[config.mk]
export PLATFORM = sky130hd
export DESIGN_NAME = evict_router
export DESIGN_NICKNAME = d
export VERILOG_FILES = /design/src/rtl/evrt_pkg.sv /design/src/rtl/evrt_satcnt.sv /design/src/rtl/evrt_ctrl.sv /design/src/rtl/evrt_datapath.sv /design/src/rtl/evict_router.sv
export SDC_FILE = /design/constraint.sdc
export NUM_CORES = 1
export LEC_CHECK = 0
export ABC_CLOCK_PERIOD_IN_PS = 2500
export BUFFER_PORTS_ARGS = -buffer_cell sky130_fd_sc_hd__buf_4
export CAP_MARGIN = 25
export CORE_AREA = 3 3 77 94
export DETAILED_ROUTE_END_ITERATION = 8
export DIE_AREA = 0 0 80 97
export PLACE_DENSITY = 0.75
export SYNTH_ARGS = -nofsm -noshare
export SYNTH_HDL_FRONTEND = slang
export SYNTH_SLANG_ARGS = --single-unit
[constraint.sdc]
create_clock -name clk -period 2.5 [get_ports clk]
set_input_delay 0.25 -clock clk [delete_from_list [all_inputs] [get_ports clk]]
set_output_delay 0.25 -clock clk [all_outputs]
set_load 0.05 [all_outputs]
[src/rtl/evrt_pkg.sv]
package evrt_pkg;
  typedef enum logic [1:0] {
    ACT_ALLOC  = 2'd0,
    ACT_UPDATE = 2'd1,
    ACT_MEMWB  = 2'd2,
    ACT_DROP   = 2'd3
  } evictAct_e;

  localparam int unsigned NUM_ACTS = 4;

  typedef struct packed {
    logic alloc;
    logic update;
    logic memWb;
    logic drop;
    logic hitKeep;
    logic hitFree;
    logic missMem;
  } routeStrobe_t;
endpackage

[src/rtl/evrt_satcnt.sv]
module evrt_satcnt #(
  parameter int unsigned W = 8
) (
  input  logic         clk,
  input  logic         rstN,
  input  logic         inc,
  output logic [W-1:0] cnt
);
  localparam logic [W-1:0] MAXV = {W{1'b1}};

  always_ff @(posedge clk) begin
    if (!rstN)                     cnt <= '0;
    else if (inc && cnt != MAXV)   cnt <= cnt + 1'b1;
  end


  cnt_sat_chk: assert property (@(posedge clk) disable iff (!rstN)
    (cnt == MAXV) |=> (cnt == MAXV));

  cnt_step_chk: assert property (@(posedge clk) disable iff (!rstN)
    (inc && cnt != MAXV) |=> (cnt == $past(cnt) + 1'b1));

  cnt_hold_chk: assert property (@(posedge clk) disable iff (!rstN)
    !inc |=> $stable(cnt));
endmodule

[src/rtl/evrt_ctrl.sv]
module evrt_ctrl
  import evrt_pkg::*;
(
  input  logic         clk,
  input  logic         rstN,
  input  logic         c4Mode,
  input  logic         evictValid,
  input  logic         evictLive,
  input  logic         evictDirty,
  input  logic         evictC4,
  input  logic         setHasFree,
  input  logic         hitValid,
  input  logic         hitC4,
  input  logic         missValid,
  output routeStrobe_t strb
);
  logic flexClass;
  assign flexClass = c4Mode && evictLive && evictC4;

  always_comb begin
    strb = '0;
    if (evictValid) begin
      if (flexClass) begin
        if (evictDirty) strb.update = 1'b1;
        else            strb.drop   = 1'b1;
      end else if (evictLive || setHasFree) begin
        strb.alloc = 1'b1;
      end else if (evictDirty) begin
        strb.memWb = 1'b1;
      end else begin
        strb.drop = 1'b1;
      end
    end
    if (hitValid) begin
      if (c4Mode && hitC4) strb.hitKeep = 1'b1;
      else                 strb.hitFree = 1'b1;
    end
    strb.missMem = missValid;
  end


  one_action_chk: assert property (@(posedge clk) disable iff (!rstN)
    $onehot0({strb.alloc, strb.update, strb.memWb, strb.drop}));

  hit_excl_chk: assert property (@(posedge clk) disable iff (!rstN)
    !(strb.hitKeep && strb.hitFree));
endmodule

[src/rtl/evrt_datapath.sv]
module evrt_datapath
  import evrt_pkg::*;
#(
  parameter int unsigned CNT_W = 16
) (
  input  logic             clk,
  input  logic             rstN,
  input  routeStrobe_t     strb,
  output logic             evictDone,
  output logic [1:0]       evictAction,
  output logic             hitDone,
  output logic             hitKeep,
  output logic             missFillMem,
  output logic [CNT_W-1:0] allocCount,
  output logic [CNT_W-1:0] updateCount,
  output logic [CNT_W-1:0] writebackCount,
  output logic [CNT_W-1:0] dropCount
);
  logic [NUM_ACTS-1:0] incVec;
  logic [CNT_W-1:0]    cntArr [NUM_ACTS];
  evictAct_e           nextAct;

  assign incVec = {strb.drop, strb.memWb, strb.update, strb.alloc};

  always_comb begin
    nextAct = ACT_ALLOC;
    if (strb.update)     nextAct = ACT_UPDATE;
    else if (strb.memWb) nextAct = ACT_MEMWB;
    else if (strb.drop)  nextAct = ACT_DROP;
  end

  always_ff @(posedge clk) begin
    if (!rstN) begin
      evictDone   <= 1'b0;
      evictAction <= 2'd0;
      hitDone     <= 1'b0;
      hitKeep     <= 1'b0;
      missFillMem <= 1'b0;
    end else begin
      evictDone   <= |incVec;
      evictAction <= nextAct;
      hitDone     <= strb.hitKeep | strb.hitFree;
      hitKeep     <= strb.hitKeep;
      missFillMem <= strb.missMem;
    end
  end

  for (genvar gi = 0; gi < NUM_ACTS; gi++) begin : g_cnt
    evrt_satcnt #(.W(CNT_W)) cnt_i (
      .clk  (clk),
      .rstN (rstN),
      .inc  (incVec[gi]),
      .cnt  (cntArr[gi])
    );
  end

  assign allocCount     = cntArr[ACT_ALLOC];
  assign updateCount    = cntArr[ACT_UPDATE];
  assign writebackCount = cntArr[ACT_MEMWB];
  assign dropCount      = cntArr[ACT_DROP];


  miss_no_count_chk: assert property (@(posedge clk) disable iff (!rstN)
    (strb.missMem && incVec == '0) |=> ($stable(allocCount) && $stable(dropCount)));
endmodule

[src/rtl/evict_router.sv]
module evict_router #(
  parameter int unsigned CNT_W = 16
) (
  input  logic             clk,
  input  logic             rstN,
  input  logic             c4Mode,
  input  logic             evictValid,
  input  logic             evictLive,
  input  logic             evictDirty,
  input  logic             evictC4,
  input  logic             setHasFree,
  input  logic             hitValid,
  input  logic             hitC4,
  input  logic             missValid,
  output logic             evictDone,
  output logic [1:0]       evictAction,
  output logic             hitDone,
  output logic             hitKeep,
  output logic             missFillMem,
  output logic [CNT_W-1:0] allocCount,
  output logic [CNT_W-1:0] updateCount,
  output logic [CNT_W-1:0] writebackCount,
  output logic [CNT_W-1:0] dropCount
);
  evrt_pkg::routeStrobe_t strb;

  evrt_ctrl ctrl_i (
    .clk(clk), .rstN(rstN), .c4Mode(c4Mode), .evictValid(evictValid),
    .evictLive(evictLive), .evictDirty(evictDirty), .evictC4(evictC4),
    .setHasFree(setHasFree), .hitValid(hitValid), .hitC4(hitC4),
    .missValid(missValid), .strb(strb)
  );

  evrt_datapath #(.CNT_W(CNT_W)) dp_i (
    .clk(clk), .rstN(rstN), .strb(strb),
    .evictDone(evictDone), .evictAction(evictAction),
    .hitDone(hitDone), .hitKeep(hitKeep), .missFillMem(missFillMem),
    .allocCount(allocCount), .updateCount(updateCount),
    .writebackCount(writebackCount), .dropCount(dropCount)
  );


  live_plain_alloc_chk: assert property (@(posedge clk) disable iff (!rstN)
    (evictValid && evictLive && !c4Mode) |=> (evictDone && evictAction == 2'd0));

  dead_free_alloc_chk: assert property (@(posedge clk) disable iff (!rstN)
    (evictValid && !evictLive && setHasFree) |=> (evictDone && evictAction == 2'd0));

  dead_dirty_wb_chk: assert property (@(posedge clk) disable iff (!rstN)
    (evictValid && !evictLive && evictDirty && !setHasFree) |=> (evictAction == 2'd2));

  dead_clean_drop_chk: assert property (@(posedge clk) disable iff (!rstN)
    (evictValid && !evictLive && !evictDirty && !setHasFree) |=> (evictAction == 2'd3));

  flex_c4_chk: assert property (@(posedge clk) disable iff (!rstN)
    (evictValid && c4Mode && evictLive && evictC4) |=> (evictAction[0] && evictDone));

  hit_keep_chk: assert property (@(posedge clk) disable iff (!rstN)
    hitValid |=> (hitDone && hitKeep == $past(c4Mode && hitC4)));

  miss_route_chk: assert property (@(posedge clk) disable iff (!rstN)
    missValid |=> missFillMem);

  idle_chk: assert property (@(posedge clk) disable iff (!rstN)
    !evictValid |=> !evictDone);
endmodule

==> flow_summary.yaml, run 1 <==
power_and_ir_drop:
  comb_power_share_pct: 5.7
  seqPwrFrac_pct: 54.9
  share_clk_of_total_power_pct: 39.4
  swShare_pct: 24.2
  p_switching_mw: 0.500
  power_mw: 2.06
  power-per-cell-area_nw_per_um2: 490
  power.static_leakage_nw: 1.56
  internal_power_mw: 1.57
  vdd.ir_drop.worst_v: 0.000315
worst_setup_path:
  timing.critical_path.required_ns: 2.72
  timing.setup.critical_path_class: "flop to flop"
  critPathArrivalTime_ns: 2.11
  critical_path_peak_fanout: 9
  critical_path.startpoint: "dp_i.g_cnt[0].cnt_i.cnt[2]"
  rrSetupSlack_ns: 0.60
  critPathCaptureType: "flop"
  ff2ff_path_depth: 5
  reg2reg_from: "dp_i.g_cnt[0].cnt_i.cnt[2]"
  setup.worst_path.start_class: "flop"
synth:
  fraction_of_synthesis_flops_using_an_asynchronous_set_or_reset_pin_pct: 0
  synth_edf_count: 0
  synth_top_area_share_pct: 41.8
  synth_warnings: 0
  synth.top_cells.by_area: "dfxtp_1 42%, xnor2_1 10%, nor2_1 6.6%"
  synthDistinctLibCells: 47
  avgSynthCellArea_um2: 8.47
  fraction_of_the_yosys_area_taken_by_sequential_cells_pct: 41.8
  syn-cell-area_um2: 3350
  ffs_latches_synth: 70
  synth_ff_type: "dfxtp_1"
  ys_top_cells_by_count: "70 x dfxtp_1, 59 x nor2_1, 39 x xnor2_1, 30 x nand2_1, 21 x nand3_1"
  post_synth_inst_count: 396
  syn-num-nets: 411
  synth.largest_area_cell: "dfxtp_1"
  yosys.cell_count.top_type: "dfxtp_1"
run:
  maxCapViolCount: 0
clock_network:
  tritoncts.num_buffers: 9
  postCtsHoldBufs: 0
  clock-root-buffer: "clkbuf_8"
  count_of_buffers_added_by_post_cts_timing_repair_for_setup: 0
  tritoncts_clock_tree: "built"
  htree_num_levels: 3
  clkSlewWorstSetupHoldPaths_ns: 0.07
  cts_resized: 0
  cts.path.max_buffers: 2
  clock_insertion_delay_worst_skew_ns: 0.34
  cts.sinks: 70
finish:
  final_core_utilization_pct: 65.8
  final_antenna_diode_count: 0
  nets: 493
  post_route_design_area_um2: 4210
  drive_above_1_share_pct: 23.2
  area_growth_syn_to_layout_pct: 25.6
  layout.filler_cells: 568
routing:
  post-route-drc-count: 0
  via_count: 3177
  wl_met2_um: 3960
  postRouteWirelength_um: 8060
  drtPass1Iterations: 4
  wire_length_per_cell_after_detailed_routing_um: 14.2
  post_drt_via_cell_ratio: 5.60
  dr_wl_met3_um: 434
  routedLengthMet1_um: 3560
  drt_iter0_drc: 129
  final_ant_viol_nets: 0
  route.top_layer_used: "met4"
sta:
  min_period_ns: 1.90
  slew_violations: 0
  finalHoldViolations: 0
  clock-skew-final_ns: 0.00468
  rsz_0062_raised_after_global_routing: "no"
  final_worst_path_setup_slack_ns: 0.604
  timing.max_slew.rel_slack_pct: 53.8
  post-route-period-util_pct: 75.8
  max_clock_freq_mhz: 528
  timing_worst_slew_pin_value_ns: 0.687
  totalNegativeSetupSlack_ns: 0
  count_of_final_setup_violators: 0
floorplanning:
  die-height_um: 97
  io-pin-count: 81
  dieArea_um2: 7760
  starting_density_of_the_core_pct: 52.4
  core.rowCount: 32
  core_um2: 6410
  die_w_um: 80
hold_path:
  worstHoldStart: "missValid"
  worstHoldPathType: "input port to flop"
  min_path_cells: 2
grt:
  first_global_vias: 2895
  grt_max_degree: 38
  gr-usage-all-layers_pct: 21.4
  wire_length_of_the_first_global_routing_pass_um: 13500
  antenna_violations_before_repair: 0
  gr-total-overflow: 0
placement:
  detailed_place.area_um2: 4040
  place.gp.congestion: 0.861
  placement.setup.worst_slack_ns: 0.526
  detail_placement_hpwl_um: 5900
  port-buffer-count: 80
status:
  run_status: "completed"
metrics by stage:
step | std cells | hold slack (ns)
global placement | 552 | 0.463
finish | 567 | 0.115
floorplan | 396 | 0.372
global route | 567 | 0.109
detailed placement | 552 | 0.462
CTS | 567 | 0.106
layout make-up:
type	instances	area, um^2	share of cell area, %
Multi-Input combinational cell	303	1860	44.0
Sequential cell	70	1400	33.3
Timing Repair Buffer	86	646	15.3
Clock buffer	11	151	3.59
Tap cell	85	106	2.52
Inverter	8	30.0	0.713
Clock inverter	4	22.5	0.535
flip-flops by register name, summed over array words and instances, names as in the netlist:
register,flops
dp_i.evictDone,1
dp_i.hitKeep,1
dp_i.evictAction,2
dp_i.missFillMem,1
dp_i.hitDone,1
dp_i.g_cnt.cnt_i.cnt,64
critical path: stages (launching register included):
cell and delay [ns]:
dfxtp_1 0.42, nand4_1 0.29, nor4_2 0.67, nor4b_1 0.15, xnor2_1 0.19, nor2_1 0.06
layout by cell type, fill, tap and decap left out, drive strengths merged, types with 2 or more instances in the layout:
master / Yosys / routed
and4: 2 / 2
nor2b: 3 / 3
o21ai: 12 / 12
o21a: 2 / 2
clkbuf: 11 / 11
nand4: 17 / 17
or4: 4 / 4
xor2: 5 / 5
nor3: 22 / 22
o211a: 2 / 2
a31oi: 2 / 2
nor4: 15 / 15
nand3: 21 / 21
nand2b: 4 / 4
o2111ai: 2 / 2
xnor2: 39 / 39
and3: 11 / 11
or2: 2 / 2
buf: 4 / 86
mux2i: 4 / 4
nand2: 30 / 30
or3: 7 / 7
nor2: 59 / 59
nor4b: 4 / 4
a211oi: 2 / 2
o31ai: 2 / 2
ha: 4 / 4
clkinv: 1 / 4
dfxtp: 70 / 70
nor3b: 4 / 4
inv: 7 / 7
and2: 3 / 3
a21oi: 12 / 12
cells by family (layout without fill, tap and decap cells):
logic type                 after synthesis  count (layout)  synth area share (%)
AOI/OAI and AO/OA                       39              39                  7.20
xor gates and xnor gates                44              44                  11.5
adders and majority gates                4               4                  1.49
buffers and inverters                   23             109                  2.91
DFF                                     70              70                  41.8
muxes                                    4               4                  1.19
and+or+nand+nor                        212             212                  33.9
power groups by stage:
stage	clock, mW	combinational, mW	sequential (mW)
global route	0.879	0.127	1.13
CTS	0.831	0.117	1.13
detailed placement	0	0.117	1.16
global placement	0	0.115	1.16
floorplan	0	0.0428	1.19
finish	0.815	0.117	1.13
path summary, 6_finish.rpt:
check | to
worst max register to register | dp_i.g_cnt[0].cnt_i.cnt[3]
worst min register to register | dp_i.g_cnt[3].cnt_i.cnt[15]
worst min-delay path | dp_i.missFillMem
worst max-delay path | dp_i.g_cnt[0].cnt_i.cnt[3]
routing by layer:
metal | global-route usage (%) | up-vias
met3 | 4.47 | 9
met5 | 0 | -
met1 | 27.0 | 1503
met4 | 8.84 | 0
li1 | - | 1571
met2 | 35.0 | 94
Power figures use the tool's default switching activity.
==> run 2: changes to the inputs <==
--- a/config.mk
+++ b/config.mk
@@ -5,13 +5,13 @@
 export SDC_FILE = /design/constraint.sdc
 export NUM_CORES = 1
 export LEC_CHECK = 0
-export ABC_CLOCK_PERIOD_IN_PS = 2500
+export ABC_CLOCK_PERIOD_IN_PS = 1700
 export BUFFER_PORTS_ARGS = -buffer_cell sky130_fd_sc_hd__buf_4
 export CAP_MARGIN = 25
-export CORE_AREA = 3 3 77 94
+export CORE_AREA = 3 3 81 98
 export DETAILED_ROUTE_END_ITERATION = 8
-export DIE_AREA = 0 0 80 97
-export PLACE_DENSITY = 0.75
+export DIE_AREA = 0 0 84 101
+export PLACE_DENSITY = 0.72
 export SYNTH_ARGS = -nofsm -noshare
 export SYNTH_HDL_FRONTEND = slang
 export SYNTH_SLANG_ARGS = --single-unit
==> constraint.sdc (replaced) <==
create_clock -name clk -period 1.7 [get_ports clk]
set_input_delay 0.17 -clock clk [delete_from_list [all_inputs] [get_ports clk]]
set_output_delay 0.17 -clock clk [all_outputs]
set_load 0.05 [all_outputs]
==> flow_summary.yaml, run 2 (synthesized netlist as in run 1, its figures left out) <==
clock_network:
  cts.path.max_buffers: 2
  tritoncts.num_buffers: 9
  postCtsHoldBufs: 0
  cts.sinks: 70
  clock_insertion_delay_worst_skew_ns: 0.34
  tritoncts_clock_tree: "built"
  clock-root-buffer: "clkbuf_8"
  htree_num_levels: 3
  clkSlewWorstSetupHoldPaths_ns: 0.08
power_and_ir_drop:
  power.static_leakage_nw: 1.79
  power_mw: 3.15
  power-per-cell-area_nw_per_um2: 676
  vdd.ir_drop.worst_v: 0.000421
grt:
  gr-total-overflow: 0
  wire_length_of_the_first_global_routing_pass_um: 13700
  antenna_violations_before_repair: 0
  grt.met3_usage_pct: 3.84
  grt_max_degree: 35
  grt.busiest_layer: "met2"
  grt.met2_usage_pct: 34.4
  first_global_vias: 2941
  gr-usage-all-layers_pct: 19.5
  globalRouteMet1Util_pct: 24.1
sta:
  count_of_final_setup_violators: 0
  min_period_ns: 1.65
  totalNegativeSetupSlack_ns: 0
  rsz_0062_raised_after_global_routing: "yes"
  slew_violations: 0
  post-route-period-util_pct: 96.9
  fin_hold_ws_ns: 0.0452
  finalHoldViolations: 0
  clock-skew-final_ns: 0.00823
  timing_worst_slew_pin_value_ns: 0.455
  max_clock_freq_mhz: 607
  timing.max_slew.rel_slack_pct: 69.4
floorplanning:
  starting_density_of_the_core_pct: 46.7
  die-height_um: 101
  dieArea_um2: 8480
  die_w_um: 84
  core.rowCount: 34
  io-pin-count: 81
  core_um2: 7190
routing:
  via_count: 3165
  drt_iter0_drc: 157
  post-route-drc-count: 0
  final_ant_viol_nets: 0
  post_drt_via_cell_ratio: 5.33
  wire_length_per_cell_after_detailed_routing_um: 13.8
  postRouteWirelength_um: 8180
  drtPass1Iterations: 4
finish:
  largest_reg_flops: 64
  final_antenna_diode_count: 0
  reg.largest.list: "dp_i.g_cnt.cnt_i.cnt: 64 flops, dp_i.evictAction: 2 flops"
  drive_above_1_share_pct: 41.9
  post_route_design_area_um2: 4660
  area_growth_syn_to_layout_pct: 38.8
  final_core_utilization_pct: 64.8
  registers.top_by_ff_count: "dp_i.g_cnt.cnt_i.cnt"
  commonest_non_fill_non_tap_cell_in_the_layout: "buf_4"
  nets: 514
  layout.filler_cells: 624
  mostFrequentLayoutCells: "104 x buf_4, 59 x nor2_1, 49 x dfxtp_2, 39 x xnor2_1, 29 x nand2_1"
placement:
  port-buffer-count: 80
  detail_placement_hpwl_um: 6130
  place.gp.congestion: 0.846
  detailed_place.area_um2: 4390
worst_setup_path:
  critPathArrivalTime_ns: 1.88
  timing.setup.critical_path_class: "flop to flop"
  critical_path_peak_fanout: 7
  timing.critical_path.required_ns: 1.93
  reg2reg_from: "dp_i.g_cnt[0].cnt_i.cnt[2]"
  setup.worst_path.start_class: "flop"
  critical_path.startpoint: "dp_i.g_cnt[0].cnt_i.cnt[2]"
  critPathCaptureType: "flop"
run:
  maxCapViolCount: 0
hold_path:
  worstHoldPathType: "input port to flop"
  worstHoldStart: "missValid"
status:
  run_status: "completed"
==> run 2: changes by cell type in the layout (fill, tap and decap cells not counted), sizes merged <==
cell | before | now
clkinv | 4 | 5
bufinv | 0 | 1
clkinvlp | 1 | 0
buf | 86 | 107
==> run 2: repair_timing <==
item / in CTS / in global routing
setup buffers: 0 / 2
endpoints found under the setup margin: 0 / 16
gates resized for setup: 0 / 11
==> run 2: routing by layer <==
| layer | share of wire [%] | wire, um | vias up |
|---|---|---|---|
| met5 | 0 | 0 | - |
| met4 | 1.1 | 93 | 0 |
| met3 | 5.0 | 410 | 10 |
| met2 | 50 | 4110 | 81 |
| met1 | 44 | 3570 | 1466 |
| li1 | - | - | 1608 |
==> run 2: worst paths after layout <==
kind	cells past startpoint	end	slack [ns]
worst min register to register	2	dp_i.g_cnt[0].cnt_i.cnt[15]	0.51
worst max-delay path	6	dp_i.g_cnt[0].cnt_i.cnt[12]	0.05
worst min-delay path	2	dp_i.missFillMem	0.05
worst max register to register	6	dp_i.g_cnt[0].cnt_i.cnt[12]	0.05
==> run 2: per-stage QoR <==
| stage | setup slack [ns] | std cells |
|---|---|---|
| 6_report | 0.0519 | 594 |
| 5_1_grt | -0.0445 | 594 |
| 4_1_cts | 0.0445 | 592 |
| 3_5_place_dp | -0.0863 | 576 |
| 3_3_place_gp | -0.0289 | 576 |
| 2_1_floorplan | -0.0252 | 396 |
==> run 2: cell type report <==
type | count | area, um^2 | share of cell area (%)
repair buffers | 107 | 823 | 17.7
clock buffers | 11 | 141 | 3.04
inverters | 8 | 30.0 | 0.645
clock inverters | 5 | 48.8 | 1.05
flip-flops and latches | 70 | 1520 | 32.6
well taps | 90 | 113 | 2.42
multi-input cells | 303 | 1980 | 42.6
==> run 2: critical path: stages, from the launching register on <==
cell and delay (ns):
dfxtp_4 0.38, nand4_1 0.20, buf_4 0.21, nor2_1 0.13, nand2_1 0.08, or4_1 0.42, o211a_1 0.14
==> run 2: power breakdown <==
group	total, mW	switching, mW	leakage [nW]	internal [mW]
clock network	1.32	0.614	0.101	0.707
logic	0.184	0.120	1.09	0.0638
registers	1.64	0.0126	0.602	1.63
